--- src/rtl/avtx_pkg.sv ---
package avtx_pkg;

  localparam int WORD_W = 32;
  localparam int HALF_W = 16;

  // index of the final serial bit, zero based
  function automatic logic [4:0] final_index(input logic short_w);
    return short_w ? 5'd24 : 5'd31;
  endfunction

  // serial frame: bit k of the result is serial bit k+1
  function automatic logic [WORD_W-1:0] frame_bits(
    input logic [HALF_W-1:0] lo,
    input logic [HALF_W-1:0] hi,
    input logic              short_w,
    input logic              even,
    input logic              use_par
  );
    logic [WORD_W-1:0] f;
    logic [4:0]        fin;
    f   = {hi, lo};
    fin = final_index(short_w);
    if (short_w) f[31:25] = '0;
    if (use_par) begin
      f[fin] = 1'b0;
      f[fin] = even ? (^f) : ~(^f);
    end
    return f;
  endfunction

endpackage

--- src/rtl/avtx_bit_timer.sv ---
module avtx_bit_timer #(
  parameter int DIV_FAST = 10,
  parameter int DIV_SLOW = 80
) (
  input  logic clk,
  input  logic rst_n,
  input  logic slow,
  output logic tick,
  output logic phase_hi
);
  localparam int CW = $clog2(DIV_SLOW + 1);
  localparam logic [CW-1:0] F_LAST = CW'(DIV_FAST - 1);
  localparam logic [CW-1:0] S_LAST = CW'(DIV_SLOW - 1);
  localparam logic [CW-1:0] F_HALF = CW'(DIV_FAST / 2);
  localparam logic [CW-1:0] S_HALF = CW'(DIV_SLOW / 2);

  logic [CW-1:0] cnt;
  logic [CW-1:0] last;
  logic [CW-1:0] half;

  assign last     = slow ? S_LAST : F_LAST;
  assign half     = slow ? S_HALF : F_HALF;
  assign tick     = (cnt >= last);
  assign phase_hi = (cnt < half);

  always_ff @(posedge clk or negedge rst_n) begin
    if (!rst_n)    cnt <= '0;
    else if (tick) cnt <= '0;
    else           cnt <= cnt + 1'b1;
  end
endmodule

--- src/rtl/avtx_loader.sv ---
module avtx_loader #(
  parameter int HALF_W = 16
) (
  input  logic              clk,
  input  logic              rst_n,
  input  logic [HALF_W-1:0] din,
  input  logic              ld_lo,
  input  logic              ld_hi,
  input  logic              tx_en,
  output logic              push,
  output logic [2*HALF_W-1:0] wdata,
  output logic              flush
);
  logic [HALF_W-1:0] lo_hold;
  logic              lo_seen;
  logic              en_q;
  logic              allow;

  assign allow = !tx_en && !en_q;
  assign flush = en_q && !tx_en;
  assign push  = allow && ld_hi && lo_seen;
  assign wdata = {din, lo_hold};

  always_ff @(posedge clk or negedge rst_n) begin
    if (!rst_n) begin
      lo_hold <= '0;
      lo_seen <= 1'b0;
      en_q    <= 1'b0;
    end else begin
      en_q <= tx_en;
      if (allow && ld_lo) begin
        lo_hold <= din;
        lo_seen <= 1'b1;
      end else if (push) begin
        lo_seen <= 1'b0;
      end
    end
  end
endmodule

--- src/rtl/avtx_fifo.sv ---
module avtx_fifo #(
  parameter int DEPTH = 8,
  parameter int W     = 32
) (
  input  logic                       clk,
  input  logic                       rst_n,
  input  logic                       push,
  input  logic [W-1:0]               wdata,
  input  logic                       pop,
  input  logic                       flush,
  output logic [W-1:0]               rdata,
  output logic [$clog2(DEPTH+1)-1:0] count
);
  localparam int AW   = (DEPTH > 1) ? $clog2(DEPTH) : 1;
  localparam int CNTW = $clog2(DEPTH + 1);
  localparam logic [CNTW-1:0] FULL = CNTW'(DEPTH);

  logic [W-1:0]  mem [DEPTH];
  logic [AW-1:0] rd_ptr, wr_ptr, wr_at;
  logic          full;

  function automatic logic [AW-1:0] nxt(input logic [AW-1:0] p);
    return (p == AW'(DEPTH - 1)) ? '0 : p + 1'b1;
  endfunction

  function automatic logic [AW-1:0] prv(input logic [AW-1:0] p);
    return (p == '0) ? AW'(DEPTH - 1) : p - 1'b1;
  endfunction

  assign full  = (count == FULL);
  assign wr_at = full ? prv(wr_ptr) : wr_ptr;
  assign rdata = mem[rd_ptr];

  always_ff @(posedge clk) begin
    if (push) mem[wr_at] <= wdata;
  end

  always_ff @(posedge clk or negedge rst_n) begin
    if (!rst_n) begin
      rd_ptr <= '0;
      wr_ptr <= '0;
      count  <= '0;
    end else if (flush) begin
      rd_ptr <= '0;
      wr_ptr <= '0;
      count  <= '0;
    end else begin
      if (push && !full) wr_ptr <= nxt(wr_ptr);
      if (pop)           rd_ptr <= nxt(rd_ptr);
      case ({push && !full, pop})
        2'b10:   count <= count + 1'b1;
        2'b01:   count <= count - 1'b1;
        default: count <= count;
      endcase
    end
  end
endmodule

--- src/rtl/avtx_serializer.sv ---
module avtx_serializer
  import avtx_pkg::*;
#(
  parameter int GAP_BITS = 4
) (
  input  logic              clk,
  input  logic              rst_n,
  input  logic              tick,
  input  logic              phase_hi,
  input  logic              can_start,
  input  logic [WORD_W-1:0] head,
  input  logic              cfg_short,
  input  logic              cfg_even,
  input  logic              use_par,
  output logic              start,
  output logic              busy,
  output logic              out_a,
  output logic              out_b
);
  localparam int GW = $clog2(GAP_BITS + 1);
  localparam logic [GW-1:0] GAP_W = GW'(GAP_BITS);

  logic [WORD_W-1:0] frame, new_frame;
  logic [4:0]        idx, last_idx;
  logic [GW-1:0]     gap, gap_next;
  logic              cur_bit;

  assign new_frame = frame_bits(head[15:0], head[31:16], cfg_short, cfg_even, use_par);
  assign gap_next  = (gap >= GAP_W) ? GAP_W : gap + 1'b1;
  assign start     = tick && !busy && (gap_next == GAP_W) && can_start;

  assign out_a = busy && cur_bit && phase_hi;
  assign out_b = busy && !cur_bit && phase_hi;

  always_ff @(posedge clk or negedge rst_n) begin
    if (!rst_n) begin
      frame    <= '0;
      idx      <= '0;
      last_idx <= '0;
      gap      <= GAP_W;
      busy     <= 1'b0;
      cur_bit  <= 1'b0;
    end else if (tick) begin
      if (busy) begin
        if (idx == last_idx) begin
          busy <= 1'b0;
          gap  <= '0;
        end else begin
          idx     <= idx + 1'b1;
          cur_bit <= frame[idx + 1'b1];
        end
      end else begin
        gap <= gap_next;
        if (start) begin
          frame    <= new_frame;
          idx      <= '0;
          last_idx <= final_index(cfg_short);
          busy     <= 1'b1;
          cur_bit  <= new_frame[0];
        end
      end
    end
  end
endmodule

--- src/rtl/avtx_sender.sv ---
module avtx_sender
  import avtx_pkg::*;
#(
  parameter int DEPTH    = 8,
  parameter int DIV_FAST = 10,
  parameter int DIV_SLOW = 80,
  parameter int GAP_BITS = 4
) (
  input  logic        clk,
  input  logic        rst_n,
  input  logic [15:0] din,
  input  logic        ld_lo,
  input  logic        ld_hi,
  input  logic        tx_en,
  input  logic        cfg_short,
  input  logic        cfg_slow,
  input  logic        cfg_even,
  input  logic        cfg_par_ins,
  input  logic        par_force,
  output logic        out_a,
  output logic        out_b,
  output logic        bit_clk,
  output logic        ready
);
  localparam int CNTW = $clog2(DEPTH + 1);

  logic              tm_tick;
  logic              tm_phase;
  logic              ld_push;
  logic              ld_flush;
  logic [WORD_W-1:0] ld_word;
  logic [WORD_W-1:0] fifo_head;
  logic [CNTW-1:0]   fifo_count;
  logic              sr_start;
  logic              sr_busy;

  avtx_bit_timer #(.DIV_FAST(DIV_FAST), .DIV_SLOW(DIV_SLOW)) timer_i (
    .clk(clk), .rst_n(rst_n), .slow(cfg_slow), .tick(tm_tick), .phase_hi(tm_phase)
  );

  avtx_loader #(.HALF_W(HALF_W)) loader_i (
    .clk(clk), .rst_n(rst_n), .din(din), .ld_lo(ld_lo), .ld_hi(ld_hi),
    .tx_en(tx_en), .push(ld_push), .wdata(ld_word), .flush(ld_flush)
  );

  avtx_fifo #(.DEPTH(DEPTH), .W(WORD_W)) fifo_i (
    .clk(clk), .rst_n(rst_n), .push(ld_push), .wdata(ld_word), .pop(sr_start),
    .flush(ld_flush), .rdata(fifo_head), .count(fifo_count)
  );

  avtx_serializer #(.GAP_BITS(GAP_BITS)) ser_i (
    .clk(clk), .rst_n(rst_n), .tick(tm_tick), .phase_hi(tm_phase),
    .can_start(tx_en && (fifo_count != '0)), .head(fifo_head),
    .cfg_short(cfg_short), .cfg_even(cfg_even), .use_par(cfg_par_ins || par_force),
    .start(sr_start), .busy(sr_busy), .out_a(out_a), .out_b(out_b)
  );

  assign bit_clk = tm_phase;
  assign ready   = (fifo_count == '0) && !sr_busy;
endmodule

--- config.mk ---
export PLATFORM = sky130hd
export DESIGN_NAME = avtx_sender
export DESIGN_NICKNAME = d
export VERILOG_FILES = /design/src/rtl/avtx_pkg.sv /design/src/rtl/avtx_bit_timer.sv /design/src/rtl/avtx_loader.sv /design/src/rtl/avtx_fifo.sv /design/src/rtl/avtx_serializer.sv /design/src/rtl/avtx_sender.sv
export SDC_FILE = /design/constraint.sdc
export NUM_CORES = 1
export LEC_CHECK = 0
export BUFFER_PORTS_ARGS = -buffer_cell sky130_fd_sc_hd__buf_4
export CELL_PAD_IN_SITES_DETAIL_PLACEMENT = 2
export CELL_PAD_IN_SITES_GLOBAL_PLACEMENT = 2
export CORE_AREA = 5 5 187 189
export CTS_BUF_LIST = sky130_fd_sc_hd__clkbuf_16
export CTS_CLUSTER_SIZE = 16
export DETAILED_ROUTE_END_ITERATION = 8
export DIE_AREA = 0 0 192 194
export GPL_ROUTABILITY_DRIVEN = 0
export HOLD_SLACK_MARGIN = 0.03
export MAX_ROUTING_LAYER = met4
export PLACE_DENSITY = 0.76
export SLEW_MARGIN = 40
export SYNTH_ARGS = -nofsm -noshare
export SYNTH_HDL_FRONTEND = slang
export SYNTH_SLANG_ARGS = --single-unit
--- constraint.sdc ---
create_clock -name clk -period 7.9 [get_ports clk]
set_clock_uncertainty 0.1 [all_clocks]
set_input_delay 1.58 -clock clk [delete_from_list [all_inputs] [get_ports clk]]
set_output_delay 1.58 -clock clk [all_outputs]
set_load 0.01 [all_outputs]
==> metrics.md <==
| Metric | Value |
|---|---|
| Status | finished clean |
| Initial core utilization | 0.444 |
| Clock Tree Root | clkbuf_16 |
| Mux contribution to synthesized area | 0.153 |
| CP required | 8.19 ns |
| Clock-pin slew on the worst setup and hold paths | 0.06 ns |
| Hold WC Path Type | reg -> reg |
| Longest Clk Path Bufs | 3 |
| Max-cap violations | 0 |
| Post-CTS sizing | 0 |
| DRT antenna net count | 0 |
| Layout area overhead | 12.8% |
| Max stage delay on crit path | 0.53 ns |
| Startpoint Class | input port |
| Leak pwr | 5.78 nW |
| VDD IR-drop max | 243 uV |
| Slew HR | 0.448 |
| Layout cell share with drive strength beyond 1 | 0.206 |
| Die width | 192 um |
| Util after Layout | 0.500 |
| Mapped Avg Cell Area | 16.2 um2 |
| Synth Area in Compound Gates | 0.0440 |
| Die Area | 37200 um2 |
| Setup TNS | 0 ns |
| Final setup violation count | 0 |
| First-pass GRT wire length | 58.7 mm |
| Cell Int Power | 3.15 mW |
| Post-route DRC | 0 |
| CP delay by family, top | buffers and inverters |
| Post-synth top area share | 0.523 |
| Largest family of logic cells by synthesized area | multiplexers |
| Clk pwr share | 0.394 |
| Maximum clock frequency | 0.192 GHz |
| CTS Buf Count | 38 |
| Simple-gate share of the synthesized area | 0.0505 |
| Gr usage total | 0.216 |
| Post-CTS Setup Bufs | 0 |
| PortBufs | 29 |
| Mapped Nets | 955 |
| Hold Buf Count CTS | 0 |
| CTS H-tree lvls | 2 |
| Pre-Repair DR Iteration Count | 5 |
| Dpl hpwl | 23.4 mm |
| Xor/xnor cell area share of the yosys netlist | 0.0558 |
| Via total after detailed routing | 8100 |
| Number of global-route vias before repair | 9241 |
| Area leader, netlist | edfxtp_1 |
| Clock Sinks | 335 |
| Commonest non-fill, non-tap cells in the layout | edfxtp_1 (256), dfrtp_1 (75), xor2_1 (69) |
| Sequential share of the synthesized area | 0.658 |
| Top FF cell, synth | edfxtp_1 |
| Switching power total | 1.06 mW |
| Min Tclk post-route | 5.21 ns |
| Post-Syn Area | 14700 um2 |
| Synth unique cells | 50 |
| RSZ-0062 raised after global routing | no |
| Setup CP Type | in -> reg |
| CTS tree | done |
| Reg power frac | 0.510 |
| Ys async rst share | 0.236 |
| CP arrival | 5.51 ns |
| Most common cell after layout, fill and taps aside | edfxtp_1 |
| DR vias/cell | 5.67 |
| Post-synthesis adder-cell area fraction | 0.0170 |
| Sw Ratio | 0.251 |
| R2r setup slk | 3.57 ns |
| Crit-path cells | buf_4 > inv_1 > ha_1 > a21oi_1 > nor2b_1 > o21ai_0 > nand2_1 > a21o_1 > nand2b_2 > buf_4 > clkinv_1 > ha_1 > ha_1 > nand2_1 > a21oi_1 > a21oi_1 > o21ai_0 > xor2_1 > nor2_1 |
| Ys Warns | 0 |
| Row count | 67 |
| Post-Syn Instances | 909 |
| Critical Path Sink Type | flop |
| # IOs | 30 |
| GRT overflow | 0 |
| WL per Instance | 26.8 um |
| Post-synthesis register bit count | 335 |
| Comb power frac | 0.096 |
| Max-slew violations | 0 |
| Die height | 194 um |
| Total routed wirelength | 38.3 mm |
| Initial drt markers | 405 |
| Crit path max fanout | 67 |
| Synth top area cells | edfxtp_1 (52%), dfrtp_1 (13%), mux4_2 (9.8%) |
| Slew at the pin closest to its max-slew limit | 0.822 ns |
| Core area | 33100 um2 |
| Period utilization | 0.660 |
| Nets | 996 |
| Post-synth EDFFs | 256 |
| Clock latency on the worst-skew pair | 0.54 ns |
| Fin. Hold Viols | 0 |
| Buf/Inv on CP | 4 |
| Largest net degree at the start of global routing | 68 |
| Pwr dens | 254 nW/um2 |
| Slowest cell on the critical path | buf_4 |
| Antenna violations before repair | 1 |
-- layout make-up --
type | instances | area [um2]
timing repair buffer | 44 | 330
clock inverter | 31 | 216
antenna | 1 | 2.50
fill | 3032 | 16500
tap | 448 | 561
inverter | 14 | 52.6
multi-input combinational | 517 | 4780
sequential | 335 | 9670
clock buffer | 38 | 951
-- kinds of logic after synthesis --
family                     count (synthesis)
DFF                                      335
and+or+nand+nor                          164
muxes                                    139
AOI/OAI and AO/OA                        106
xor gates and xnor gates                  88
buffers and inverters                     57
adders and majority gates                 20
-- path summary, 6_finish.rpt --
path | start | cells past startpoint | end
max in group asynchronous | rst_n | 2 | fifo_i.rd_ptr[0]
min reg2reg | loader_i.lo_seen | 1 | loader_i.lo_seen
max | cfg_slow | 19 | fifo_i.count[3]
max reg2reg | timer_i.cnt[2] | 16 | fifo_i.count[3]
min | loader_i.lo_seen | 1 | loader_i.lo_seen
min in group asynchronous | rst_n | 1 | fifo_i.wr_ptr[0]
-- power groups by stage --
stage / clock, mW / combinational [mW] / sequential (mW)
after detailed placement: 0 / 0.406 / 2.18
after global placement: 0 / 0.379 / 2.17
after global routing: 1.79 / 0.449 / 2.16
after CTS: 1.70 / 0.412 / 2.15
after floorplan: 0 / 0.290 / 2.12
final: 1.66 / 0.404 / 2.14
-- cell usage after synthesis (all sizes together), types with 6 or more instances --
master  instances
nand2          65
o21ai          40
mux4           66
edfxtp        256
clkbuf         17
a221oi          8
o22ai          17
dfrtp          78
ha             20
xnor2          16
buf            26
and2            6
mux2           21
nor2b           6
inv            13
xor2           69
a21oi          20
nor3            9
mux2i          52
nand3          13
nor2           43
-- stage by stage --
stage | instance area (um2) | hold slack (ns) | instances | total power [mW] | setup WS [ns]
6_report | 16600 | 0.374 | 1428 | 4.21 | 2.69
3_3_place_gp | 15400 | 0.351 | 1358 | 2.55 | 2.37
3_5_place_dp | 15400 | 0.361 | 1358 | 2.59 | 2.20
2_1_floorplan | 14700 | 0.341 | 909 | 2.41 | 3.32
4_1_cts | 16600 | 0.374 | 1427 | 4.26 | 2.65
5_1_grt | 16600 | 0.381 | 1428 | 4.39 | 2.32
-- metal layers --
metal  global-route usage  vias up  wire length, um
met2                0.369      167            20200
met3               0.0299       66             1320
met5                    -        -                0
met1                0.272     4303            15800
li1                     -     3564                -
met4               0.0578        0              947
-- sequential cells by signal, indices dropped and copies added (netlist names) --
signal	count
ser_i.last_idx	2
ser_i.cur_bit	1
ser_i.frame	32
ser_i.idx	5
ser_i.busy	1
loader_i.lo_seen	1
fifo_i.wr_ptr	3
loader_i.lo_hold	16
fifo_i.count	4
ser_i.gap	3
loader_i.en_q	1
timer_i.cnt	7
fifo_i.rd_ptr	3
fifo_i.mem	256
No activity file was read; power rests on OpenSTA's default activity.
